### config.mk
export PLATFORM = sky130hd
export DESIGN_NAME = serial_word_tx
export DESIGN_NICKNAME = d
export VERILOG_FILES = /design/src/rtl/swtx_pkg.sv /design/src/rtl/swtx_baud.sv /design/src/rtl/swtx_hold.sv /design/src/rtl/swtx_shift.sv /design/src/rtl/serial_word_tx.sv
export SDC_FILE = /design/constraint.sdc
export NUM_CORES = 1
export LEC_CHECK = 0
export BUFFER_PORTS_ARGS = -buffer_cell sky130_fd_sc_hd__buf_4
export CORE_MARGIN = 3
export CORE_UTILIZATION = 57
export CTS_BUF_LIST = sky130_fd_sc_hd__clkbuf_16
export DETAILED_ROUTE_END_ITERATION = 8
export PLACE_DENSITY = 0.8
export RECOVER_POWER = 100
export SYNTH_ARGS = -nofsm -noshare
export SYNTH_HDL_FRONTEND = slang
export SYNTH_HIERARCHICAL = 1
export SYNTH_SLANG_ARGS = --single-unit
### constraint.sdc
create_clock -name clk -period 3.04 [get_ports clk]
set_clock_uncertainty 0.15 [all_clocks]
set_input_delay 0.608 -clock clk [delete_from_list [all_inputs] [get_ports clk]]
set_output_delay 0.608 -clock clk [all_outputs]
set_load 0.005 [all_outputs]
### src/rtl/swtx_pkg.sv
package swtx_pkg;

    localparam int DEF_DIV_W   = 6;
    localparam int DEF_DIV_MAX = 32;
    localparam int DEF_BYTE_W  = 8;
    localparam int DEF_LANES   = 4;

    typedef enum logic [2:0] {
        ST_IDLE,
        ST_START,
        ST_DATA,
        ST_PAR,
        ST_STOP1,
        ST_STOP2
    } tx_state_e;

    typedef struct packed {
        logic par_en;
        logic par_odd;
        logic two_stop;
    } frame_cfg_t;

endpackage

### src/rtl/swtx_baud.sv
module swtx_baud #(
    parameter int DIV_W   = swtx_pkg::DEF_DIV_W,
    parameter int DIV_MAX = swtx_pkg::DEF_DIV_MAX,
    localparam int CNT_W  = $clog2(DIV_MAX + 1)
) (
    input  logic             clk,
    input  logic             rst,
    input  logic             load,
    input  logic             run,
    input  logic [DIV_W-1:0] div_raw,
    output logic             tick
);
    logic [DIV_W-1:0] even_raw;
    logic [CNT_W-1:0] eff;
    logic [CNT_W-1:0] period;
    logic [CNT_W-1:0] cnt;

    // Clear bit 0, then clamp into the legal range 2..DIV_MAX
    always_comb begin
        even_raw = {div_raw[DIV_W-1:1], 1'b0};
        if (even_raw == '0)
            eff = CNT_W'(2);
        else if (even_raw > DIV_W'(DIV_MAX))
            eff = CNT_W'(DIV_MAX);
        else
            eff = CNT_W'(even_raw);
    end

    assign tick = run && (cnt == period - 1'b1);

    always_ff @(posedge clk) begin
        if (rst) begin
            cnt    <= '0;
            period <= CNT_W'(2);
        end else if (load) begin
            cnt    <= '0;
            period <= eff;
        end else if (run) begin
            cnt <= tick ? '0 : cnt + 1'b1;
        end else begin
            cnt <= '0;
        end
    end

    // the period in use is always even and the counter stays inside it
    p_even_period_r4: assert property (@(posedge clk) disable iff (rst)
        !period[0] && period >= CNT_W'(2));
    p_cnt_bound_r4: assert property (@(posedge clk) disable iff (rst)
        run |-> cnt < period);

endmodule

### src/rtl/swtx_hold.sv
module swtx_hold #(
    parameter int BYTE_W  = swtx_pkg::DEF_BYTE_W,
    parameter int LANES   = swtx_pkg::DEF_LANES,
    localparam int WORD_W = BYTE_W * LANES,
    localparam int IDX_W  = $clog2(LANES)
) (
    input  logic              clk,
    input  logic              rst,
    input  logic              enable,
    input  logic              fifo_empty,
    input  logic [WORD_W-1:0] fifo_data,
    input  logic              take,
    output logic              fifo_rd,
    output logic              hold_full,
    output logic [BYTE_W-1:0] cur_byte
);
    logic [WORD_W-1:0] word;
    logic [IDX_W-1:0]  idx;
    logic              full;
    logic [BYTE_W-1:0] lane [LANES];

    for (genvar g = 0; g < LANES; g++) begin : g_lane
        assign lane[g] = word[g*BYTE_W +: BYTE_W];
    end

    assign cur_byte  = lane[idx];
    assign hold_full = full;
    assign fifo_rd   = enable && !full && !fifo_empty;

    always_ff @(posedge clk) begin
        if (rst) begin
            word <= '0;
            idx  <= '0;
            full <= 1'b0;
        end else if (take) begin
            idx <= idx + 1'b1;
            if (idx == IDX_W'(LANES - 1))
                full <= 1'b0;
        end else if (fifo_rd) begin
            word <= fifo_data;
            idx  <= '0;
            full <= 1'b1;
        end
    end

    // the shifter only takes from a full holder; a read fills it
    p_take_needs_word_r7: assert property (@(posedge clk) disable iff (rst)
        take |-> full);
    p_read_fills_r7: assert property (@(posedge clk) disable iff (rst)
        fifo_rd |=> full && idx == '0);

endmodule

### src/rtl/swtx_shift.sv
module swtx_shift
    import swtx_pkg::*;
#(
    parameter int BYTE_W = swtx_pkg::DEF_BYTE_W,
    localparam int BIT_W = $clog2(BYTE_W)
) (
    input  logic              clk,
    input  logic              rst,
    input  logic              go_ok,
    input  logic [BYTE_W-1:0] byte_in,
    input  frame_cfg_t        cfg_in,
    input  logic              tick,
    output logic              take,
    output logic              busy,
    output logic              line
);
    tx_state_e         st;
    logic [BYTE_W-1:0] sh;
    logic [BIT_W-1:0]  bitn;
    frame_cfg_t        cfg;
    logic              par;

    assign take = (st == ST_IDLE) && go_ok;
    assign busy = (st != ST_IDLE);

    always_comb begin
        case (st)
            ST_START: line = 1'b0;
            ST_DATA:  line = sh[0];
            ST_PAR:   line = par;
            default:  line = 1'b1;
        endcase
    end

    always_ff @(posedge clk) begin
        if (rst) begin
            st   <= ST_IDLE;
            sh   <= '0;
            bitn <= '0;
            cfg  <= '0;
            par  <= 1'b0;
        end else begin
            case (st)
                ST_IDLE: if (take) begin
                    st   <= ST_START;
                    sh   <= byte_in;
                    cfg  <= cfg_in;
                    par  <= (^byte_in) ^ cfg_in.par_odd;
                    bitn <= '0;
                end
                ST_START: if (tick) st <= ST_DATA;
                ST_DATA: if (tick) begin
                    sh   <= sh >> 1;
                    bitn <= bitn + 1'b1;
                    if (bitn == BIT_W'(BYTE_W - 1))
                        st <= cfg.par_en ? ST_PAR : ST_STOP1;
                end
                ST_PAR:   if (tick) st <= ST_STOP1;
                ST_STOP1: if (tick) st <= cfg.two_stop ? ST_STOP2 : ST_IDLE;
                ST_STOP2: if (tick) st <= ST_IDLE;
                default:  st <= ST_IDLE;
            endcase
        end
    end

    // a second stop bit only follows when it was selected at frame start
    p_stop2_cfg_r6: assert property (@(posedge clk) disable iff (rst)
        st == ST_STOP2 |-> cfg.two_stop);

endmodule

### src/rtl/serial_word_tx.sv
module serial_word_tx
    import swtx_pkg::*;
#(
    parameter int DIV_W   = swtx_pkg::DEF_DIV_W,
    parameter int DIV_MAX = swtx_pkg::DEF_DIV_MAX,
    parameter int BYTE_W  = swtx_pkg::DEF_BYTE_W,
    parameter int LANES   = swtx_pkg::DEF_LANES,
    localparam int WORD_W = BYTE_W * LANES
) (
    input  logic              clk,
    input  logic              rst,
    input  logic              start_wr,
    input  logic              start_val,
    input  logic [DIV_W-1:0]  div_sel,
    input  logic              par_en,
    input  logic              par_odd,
    input  logic              two_stop,
    input  logic              fifo_empty,
    input  logic [WORD_W-1:0] fifo_data,
    output logic              fifo_rd,
    output logic              tx_line,
    output logic              tx_enabled,
    output logic              hold_full
);
    logic              run_en;
    logic              take;
    logic              busy;
    logic              tick;
    logic [BYTE_W-1:0] cur_byte;
    frame_cfg_t        cfg_now;

    always_ff @(posedge clk) begin
        if (rst)
            run_en <= 1'b0;
        else if (start_wr)
            run_en <= start_val;
    end

    assign cfg_now    = '{par_en: par_en, par_odd: par_odd, two_stop: two_stop};
    assign tx_enabled = run_en || busy;

    swtx_hold #(.BYTE_W(BYTE_W), .LANES(LANES)) u_hold (
        .clk        (clk),
        .rst        (rst),
        .enable     (run_en),
        .fifo_empty (fifo_empty),
        .fifo_data  (fifo_data),
        .take       (take),
        .fifo_rd    (fifo_rd),
        .hold_full  (hold_full),
        .cur_byte   (cur_byte)
    );

    swtx_shift #(.BYTE_W(BYTE_W)) u_shift (
        .clk     (clk),
        .rst     (rst),
        .go_ok   (run_en && hold_full),
        .byte_in (cur_byte),
        .cfg_in  (cfg_now),
        .tick    (tick),
        .take    (take),
        .busy    (busy),
        .line    (tx_line)
    );

    swtx_baud #(.DIV_W(DIV_W), .DIV_MAX(DIV_MAX)) u_baud (
        .clk     (clk),
        .rst     (rst),
        .load    (take),
        .run     (busy),
        .div_raw (div_sel),
        .tick    (tick)
    );

    p_enable_write_r2: assert property (@(posedge clk) disable iff (rst)
        start_wr && start_val |=> tx_enabled);
    p_take_then_start_r3: assert property (@(posedge clk) disable iff (rst)
        take |=> !tx_line);
    p_single_read_r7: assert property (@(posedge clk) disable iff (rst)
        fifo_rd |=> !fifo_rd);
    p_stopped_high_r9: assert property (@(posedge clk) disable iff (rst)
        !tx_enabled |-> tx_line);
    p_no_read_stopped_r11: assert property (@(posedge clk) disable iff (rst)
        !run_en |-> !fifo_rd);

endmodule

==> summary.txt, run 1 <==
Status
  – Status: finished with violations
  – Failing checks: capacitance limit, slew limit

Cells and area
  – Non-Filler Instances: 456
  – Fraction of layout cells with a size suffix above 1: 22.7%
  – Fin nets: 430
  – FILL cells: 429
  – Ant. Diodes: 0
  – Most frequent cells in the layout: 64 x dfxtp_1, 64 x nand2b_1, 55 x buf_4
  – Area added between synthesis and finish: 19.8%

Setup path
  – CP max stage cell: a221o_1
  – CP cell instances: inv_1, ha_1, o21ba_1, a221o_1, a2111oi_4, buf_4, mux2i_1, nor3_2, buf_4, nor2_1, a211oi_1
  – RR Startpoint: u_baud/period[1]$_SDFFE_PP1P_
  – Nature of the critical path startpoint: flip-flop
  – Crit path capture type: flip-flop
  – Worst r2r dst: u_shift/sh[0]$_SDFFE_PP0P_
  – Worst Path Max Fanout: 14
  – Worst R2R Setup Slack: 0.21 ns
  – Critical Path AT: 2.88 ns
  – Critical path class: reg -> reg
  – Max stage delay on crit path: 0.37 ns
  – Critical Path Most Common Cell: buf_4
  – Reg2reg path depth: 11
  – WP buf/inv: 3
  – CP required: 3.10 ns
  – Delay-heaviest family, CP: compound AO/OA/AOI/OAI gates
  – CP Depth: 11

Yosys
  – Cell type with the largest total area after synthesis: dfxtp_1
  – Synthesized flop and latch total: 64
  – Post-synth ARST share: 0%
  – Synth Instances: 330
  – Sequential share of the synthesized area: 38.1%
  – Syn Nets: 381
  – Area contributors post-synth: dfxtp_1 38%, mux2i_1 14%, nand2b_1 12%, mux4_2 5.4%, xnor2_1 2.6%
  – Yosys top cell area share: 38.1%
  – Syn_area_per_cell: 10.2 µm²
  – EDFF count, synth: 0
  – Synth cell types: 49
  – Main synth FF type: dfxtp_1
  – Mapped Area: 3360 µm²
  – Synth warn: 6

Flow run
  – Max Cap Violations: 1

Floorplan
  – DIE WIDTH: 82.8 µm
  – Initial Util: 60.0%
  – FP Rows: 27
  – Die height: 82.8 µm
  – Ports: 50
  – CORE AREA: 5610 µm²
  – Die area: 6860 µm²

Place
  – DP Worst Slack: 0.250 ns
  – Gpl congestion: 0.737
  – Detailed placer's ending HPWL: 4.47 mm
  – PortBufs: 48
  – Placed Cells: 440

Clocking
  – CTS tree: done
  – Later-pin clock latency in the skew report: 0.32 ns
  – Root Driver: clkbuf_16
  – CTS sink count: 64
  – H-tree Lvls: 3
  – Post-cts sizing count: 0
  – Maximum buffer depth of the clock tree: 2
  – Post-CTS Setup Repair Bufs: 0
  – Number of buffers created by CTS: 9
  – Worst-path clk slew: 0.05 ns
  – Hold buffer count at cts: 0

Detailed routing
  – ANT nets after route: 0
  – Pre-antenna DRT Iters: 4
  – DRC violation total after the first TritonRoute iteration: 81
  – Via count: 2479
  – Detailed-route wire length: 6.49 mm
  – # DRC: 0
  – DR vias/cell: 5.44
  – Drt wl/cell: 14.2 µm

Timing
  – RSZ-0062 raised after global routing: false
  – Crit share post-route: 93.0%
  – Worst slew pin tran: 1.69 ns
  – Setup ws final: 0.213 ns
  – Slew headroom: -12.7%
  – Total negative slack: 0 ns
  – Final setup viols: 0
  – Fmax: 354 MHz
  – Pins Over Slew Limit: 45
  – Final min period: 2.83 ns
  – Final Hold Vio Count: 0

Global route
  – Vias in the first global route: 2361
  – Global-route wire length before repair: 11.0 mm
  – Global-route usage over all layers: 19.2%
  – Antenna violations before repair: 0
  – Pin count of the biggest net entering global routing: 45
  – Gr ovfl total: 0

Worst hold path
  – Hold Crit Endpoint: u_hold/word[11]$_SDFFE_PP0P_
  – Hold path depth: 2
  – Path category of the worst min-delay check: reg -> reg
  – Hold Path Origin: u_hold/word[11]$_SDFFE_PP0P_

Power and ir drop
  – Worst vdd ir: 0.362 mV
  – PwrDens: 495 nW/µm²
  – Leak: 1.50 nW
-- registers in the layout, indices dropped and copies added, names as in the netlist --
name,cells
u_hold/word,32
u_shift/sh,8
u_baud/cnt,6
u_baud/period,5
u_shift/bitn,3
u_shift/st,3
u_hold/idx,2
u_shift/cfg,2
run_en,1
u_hold/hold_full,1
u_shift/par,1
-- area by class of cell --
type,count,area (µm²),share of cell area [%]
repair buffers,61,444,11.0
flip-flops and latches,64,1280,31.8
clock inverters,7,62.6,1.55
multi-input cells,238,1910,47.3
inverters,5,18.8,0.466
well taps,72,90.1,2.24
clock buffers,9,225,5.59
-- through the flow --
stage	area [µm²]	util, %	hold WS (ns)	power (mW)
finish	4030	71.8	0.317	1.99
global route	4030	71.8	0.349	2.07
CTS	4040	72.1	0.321	2.02
detailed placement	3750	67.0	0.311	1.04
global placement	3750	67.0	0.304	1.03
floorplan	3360	-	0.280	0.974
-- how the worst max path moves through the flow --
stage / startpoint / end / slack [ns]
finish: u_baud/period[1]$_SDFFE_PP1P_ / u_shift/sh[0]$_SDFFE_PP0P_ / 0.21
global placement: u_baud/period[1]$_SDFFE_PP1P_ / u_shift/st[0]$_SDFFE_PP0P_ / 0.34
CTS: u_baud/period[1]$_SDFFE_PP1P_ / u_shift/sh[0]$_SDFFE_PP0P_ / 0.22
floorplan: u_baud/period[1]$_SDFFE_PP1P_ / u_shift/st[0]$_SDFFE_PP0P_ / 0.28
global route: u_baud/period[1]$_SDFFE_PP1P_ / u_shift/sh[0]$_SDFFE_PP0P_ / 0.03
detailed placement: u_baud/period[1]$_SDFFE_PP1P_ / u_shift/sh[0]$_SDFFE_PP0P_ / 0.25
-- cells in the mapped netlist (2+ instances only) --
cell type	count
or3_1	2
nor3b_1	4
nor3_1	11
and2_1	2
dfxtp_1	64
nand2_1	5
buf_6	2
ha_1	5
buf_4	2
a21oi_1	7
mux2i_1	46
inv_1	5
nand2b_1	64
mux4_2	8
o22ai_1	2
or3b_1	2
nand3_1	5
nor2_1	19
nor2b_1	4
or4b_1	2
xnor2_1	10
buf_2	6
clkbuf_1	10
buf_12	3
o21ai_0	5
a211oi_1	7
xor2_1	6
-- layer usage --
metal,vias to the layer above,track usage [%],share of wire [%],wire length (µm)
met3,7,4.86,4.1,265
met2,54,32.2,50,3210
met5,-,0,0,0
met4,0,5.79,1.0,68
met1,1174,24.3,45,2940
li1,1244,-,-,-
-- worst register-to-register path: cells and delay by family, from the launching register on --
family                   cells  cell delay, ns
AO/OA/AOI/OAI                4            1.15
adder cells (fa/ha/maj)      1            0.25
buffers and inverters        3            0.52
flip-flops                   1            0.36
multiplexers                 1            0.09
AND/OR/NAND/NOR              2            0.17
-- cells by family after synthesis --
| kind of cell | after synthesis | share of synthesized area [%] |
|---|---|---|
| and+or+nand+nor | 129 | 23.3 |
| DFF | 64 | 38.1 |
| muxes | 54 | 19.0 |
| buffers and inverters | 28 | 5.47 |
| AOI/OAI and AO/OA | 33 | 7.44 |
| xor gates and xnor gates | 17 | 4.84 |
| adders and majority gates | 5 | 1.86 |
-- power by group --
part           total [mW]  internal, mW  switching [mW]
Clock               0.977         0.624           0.352
Combinational       0.150        0.0899          0.0603
Sequential          0.867         0.856          0.0104
Total                1.99          1.57           0.423
(Power assumes the default switching activity.)
==> inputs of run 2 (changes only) <==
--- a/config.mk
+++ b/config.mk
@@ -5,11 +5,12 @@
 export SDC_FILE = /design/constraint.sdc
 export NUM_CORES = 1
 export LEC_CHECK = 0
-export BUFFER_PORTS_ARGS = -buffer_cell sky130_fd_sc_hd__buf_4
+export BUFFER_PORTS_ARGS = -buffer_cell sky130_fd_sc_hd__buf_2
 export CORE_MARGIN = 3
 export CORE_UTILIZATION = 57
 export CTS_BUF_LIST = sky130_fd_sc_hd__clkbuf_16
 export DETAILED_ROUTE_END_ITERATION = 8
+export MAX_ROUTING_LAYER = met4
 export PLACE_DENSITY = 0.8
 export RECOVER_POWER = 100
 export SYNTH_ARGS = -nofsm -noshare
==> run 2 against run 1 <==
  * The run now ends clean
  * Utilization shrank 2.2 points
  * Register-to-register slack is essentially flat
  * Power grew 4.0%
  * Sequential power is essentially flat
  * Non-clock buffer count shrank 2
  * Worst hold slack gained 0.0030 ns
  * Flip-flop and latch count is the same
  * Critical endpoint unchanged
==> summary.txt, run 2 (same netlist as run 1, synthesis figures left out) <==
Global route
  – Pin count of the biggest net entering global routing: 63 (+40%)
  – Met3 usage: 4.96% (+0.099 points)
  – Grt met1 use: 27.0% (+2.7 points)
  – Gr ovfl total: 0 (unchanged)
  – Global-route wire length before repair: 12.0 mm (+8.9%)
  – Vias in the first global route: 2586 (+9.5%)
  – Grt met2 use: 34.3% (+2.0 points)
  – Busiest layer in global routing: met2
  – Antenna violations before repair: 0 (unchanged)
  – Global-route usage over all layers: 21.6% (+2.4 points)

Clocking
  – H-tree Lvls: 3 (unchanged)
  – CTS sink count: 64 (unchanged)
  – Post-cts sizing count: 0 (unchanged)
  – Later-pin clock latency in the skew report: 0.32 ns (about the same)
  – CTS tree: done
  – Hold buffer count at cts: 0 (unchanged)
  – Worst-path clk slew: 0.06 ns (about the same)
  – Post-CTS Setup Repair Bufs: 0 (unchanged)
  – Number of buffers created by CTS: 9 (unchanged)
  – Root Driver: clkbuf_16
  – Maximum buffer depth of the clock tree: 2 (unchanged)

Setup path
  – RR Startpoint: u_baud/period[1]$_SDFFE_PP1P_
  – Worst Path Max Fanout: 14 (unchanged)
  – Critical path class: reg -> reg
  – Crit path launch: u_baud/period[1]$_SDFFE_PP1P_
  – CP required: 3.12 ns (+0.02 ns)
  – Critical Path AT: 2.91 ns (+0.03 ns)
  – Nature of the critical path startpoint: flip-flop
  – Worst r2r dst: u_shift/sh[0]$_SDFFE_PP0P_
  – CP endpoint: u_shift/sh[0]$_SDFFE_PP0P_
  – Worst R2R Setup Slack: 0.20 ns (about the same)
  – Reg2reg path depth: 11 (unchanged)
  – Crit path capture type: flip-flop

Timing
  – Final setup viols: 0 (unchanged)
  – Fmax: 353 MHz (-0.35%)
  – Final min period: 2.84 ns (+0.0101 ns)
  – Total negative slack: 0 ns (unchanged)
  – Pins Over Slew Limit: 0 (-100%)
  – Final Hold Vio Count: 0 (unchanged)
  – Slew headroom: 29.9% (+43 points)
  – Worst slew pin tran: 1.05 ns (-0.639 ns)
  – RSZ-0062 raised after global routing: false
  – WHS: 0.320 ns (+0.00297 ns)
  – Crit share post-route: 93.3% (+0.33 points)

Floorplan
  – FP Rows: 27 (unchanged)
  – DIE WIDTH: 82.8 µm (unchanged)
  – Initial Util: 60.0% (unchanged)
  – Ports: 50 (unchanged)
  – Die height: 82.8 µm (unchanged)
  – CORE AREA: 5610 µm² (unchanged)
  – Die area: 6860 µm² (unchanged)

Worst hold path
  – Hold Path Origin: u_hold/word[31]$_SDFFE_PP0P_
  – Path category of the worst min-delay check: reg -> reg

Power and ir drop
  – Comb power frac: 6.4% (-1.1 points)
  – Leak: 1.46 nW (-2.7%)
  – Total power: 2.07 mW (+4.0%)
  – Worst vdd ir: 0.339 mV (-6.5%)
  – Clock power frac: 51.8% (+2.8 points)
  – Internal: 1.64 mW (+4.4%)
  – Switching Share: 21.0% (-0.26 points)
  – Switching power total: 0.435 mW (+2.8%)
  – Seq pwr share: 41.8% (-1.7 points)
  – PwrDens: 531 nW/µm² (+7.4%)

Cells and area
  – Top reg by flops: u_hold/word
  – Fraction of layout cells with a size suffix above 1: 21.7% (-0.93 points)
  – Ant. Diodes: 0 (unchanged)
  – Most frequent cells in the layout: 64 x dfxtp_1, 64 x nand2b_1, 46 x mux2i_1, 46 x buf_2, 19 x nor2_1
  – Max FFs per register: 32 (unchanged)
  – Largest regs: u_hold/word (32), u_shift/sh (8), u_baud/cnt (6)
  – Area added between synthesis and finish: 16.1%
  – Non-Filler Instances: 454 (-0.44%)
  – Fin nets: 428 (-0.47%)

Detailed routing
  – ANT nets after route: 0 (unchanged)
  – DR vias/cell: 5.45 (+0.32%)
  – Detailed-route wire length: 6.75 mm (+4.1%)
  – Via count: 2476 (-0.12%)
  – Drt wl/cell: 14.9 µm (+4.6%)
  – # DRC: 0 (unchanged)
  – Pre-antenna DRT Iters: 4 (unchanged)
  – DRC violation total after the first TritonRoute iteration: 104 (+28%)

Flow run
  – Max Cap Violations: 0 (-1)

Place
  – Detailed placer's ending HPWL: 4.47 mm (about the same)
  – Placed Cells: 438 (-0.45%)
  – Gpl congestion: 0.762 (+3.5%)
  – PortBufs: 48 (unchanged)

Status
  – Status: finished clean
==> run 2: area by class of cell <==
type	instances	area (µm²)
Multi-Input combinational cell	238	1880
Clock buffer	9	225
Timing Repair Buffer	59	325
Fill cell	451	1700
Sequential cell	64	1280
Tap cell	72	90.1
Inverter	5	18.8
Clock inverter	7	86.3
==> run 2: how the worst min path moves through the flow <==
stage | end | slack (ns) | cells after the start
5_1_grt | u_hold/word[3]$_SDFFE_PP0P_ | 0.35 | 2
2_1_floorplan | u_baud/cnt[0]$_SDFF_PP0_ | 0.28 | 1
6_report | u_hold/word[31]$_SDFFE_PP0P_ | 0.32 | 2
4_1_cts | u_hold/word[11]$_SDFFE_PP0P_ | 0.32 | 2
3_5_place_dp | u_hold/word[17]$_SDFFE_PP0P_ | 0.31 | 2
3_3_place_gp | u_baud/cnt[0]$_SDFF_PP0_ | 0.30 | 1
==> run 2: per-layer routing <==
metal / wire, µm / up-vias / share of wire (%)
met3: 312 / 8 / 4.6
li1: - / 1241 / -
met5: 0 / - / 0
met4: 98 / 0 / 1.5
met1: 3050 / 1168 / 45
met2: 3300 / 59 / 49
==> run 2: stage by stage <==
step,cell area [µm²],worst slack [ns],util [%]
finish,3900,0.203,69.6
global route,3900,0.00302,69.6
CTS,3940,0.209,70.3
detailed placement,3630,0.281,64.8
global placement,3630,0.327,64.8
floorplan,3360,0.282,-
==> run 2: critical path, stage by stage, from the launching register on <==
cell       delay (ns)
dfxtp_1          0.36
inv_1            0.08
ha_1             0.26
o21ba_1          0.20
a221o_1          0.38
a2111oi_4        0.37
buf_4            0.23
mux2i_1          0.09
nor3_2           0.11
buf_4            0.21
nor2_1           0.06
a211oi_1         0.24
==> run 2: power groups by stage <==
| stage | registers, mW | clock network, mW | logic (mW) |
|---|---|---|---|
| after floorplan | 0.881 | 0 | 0.0933 |
| after global placement | 0.884 | 0 | 0.132 |
| after detailed placement | 0.885 | 0 | 0.135 |
| after CTS | 0.867 | 1.09 | 0.136 |
| after global routing | 0.868 | 1.13 | 0.149 |
| final | 0.867 | 1.07 | 0.133 |
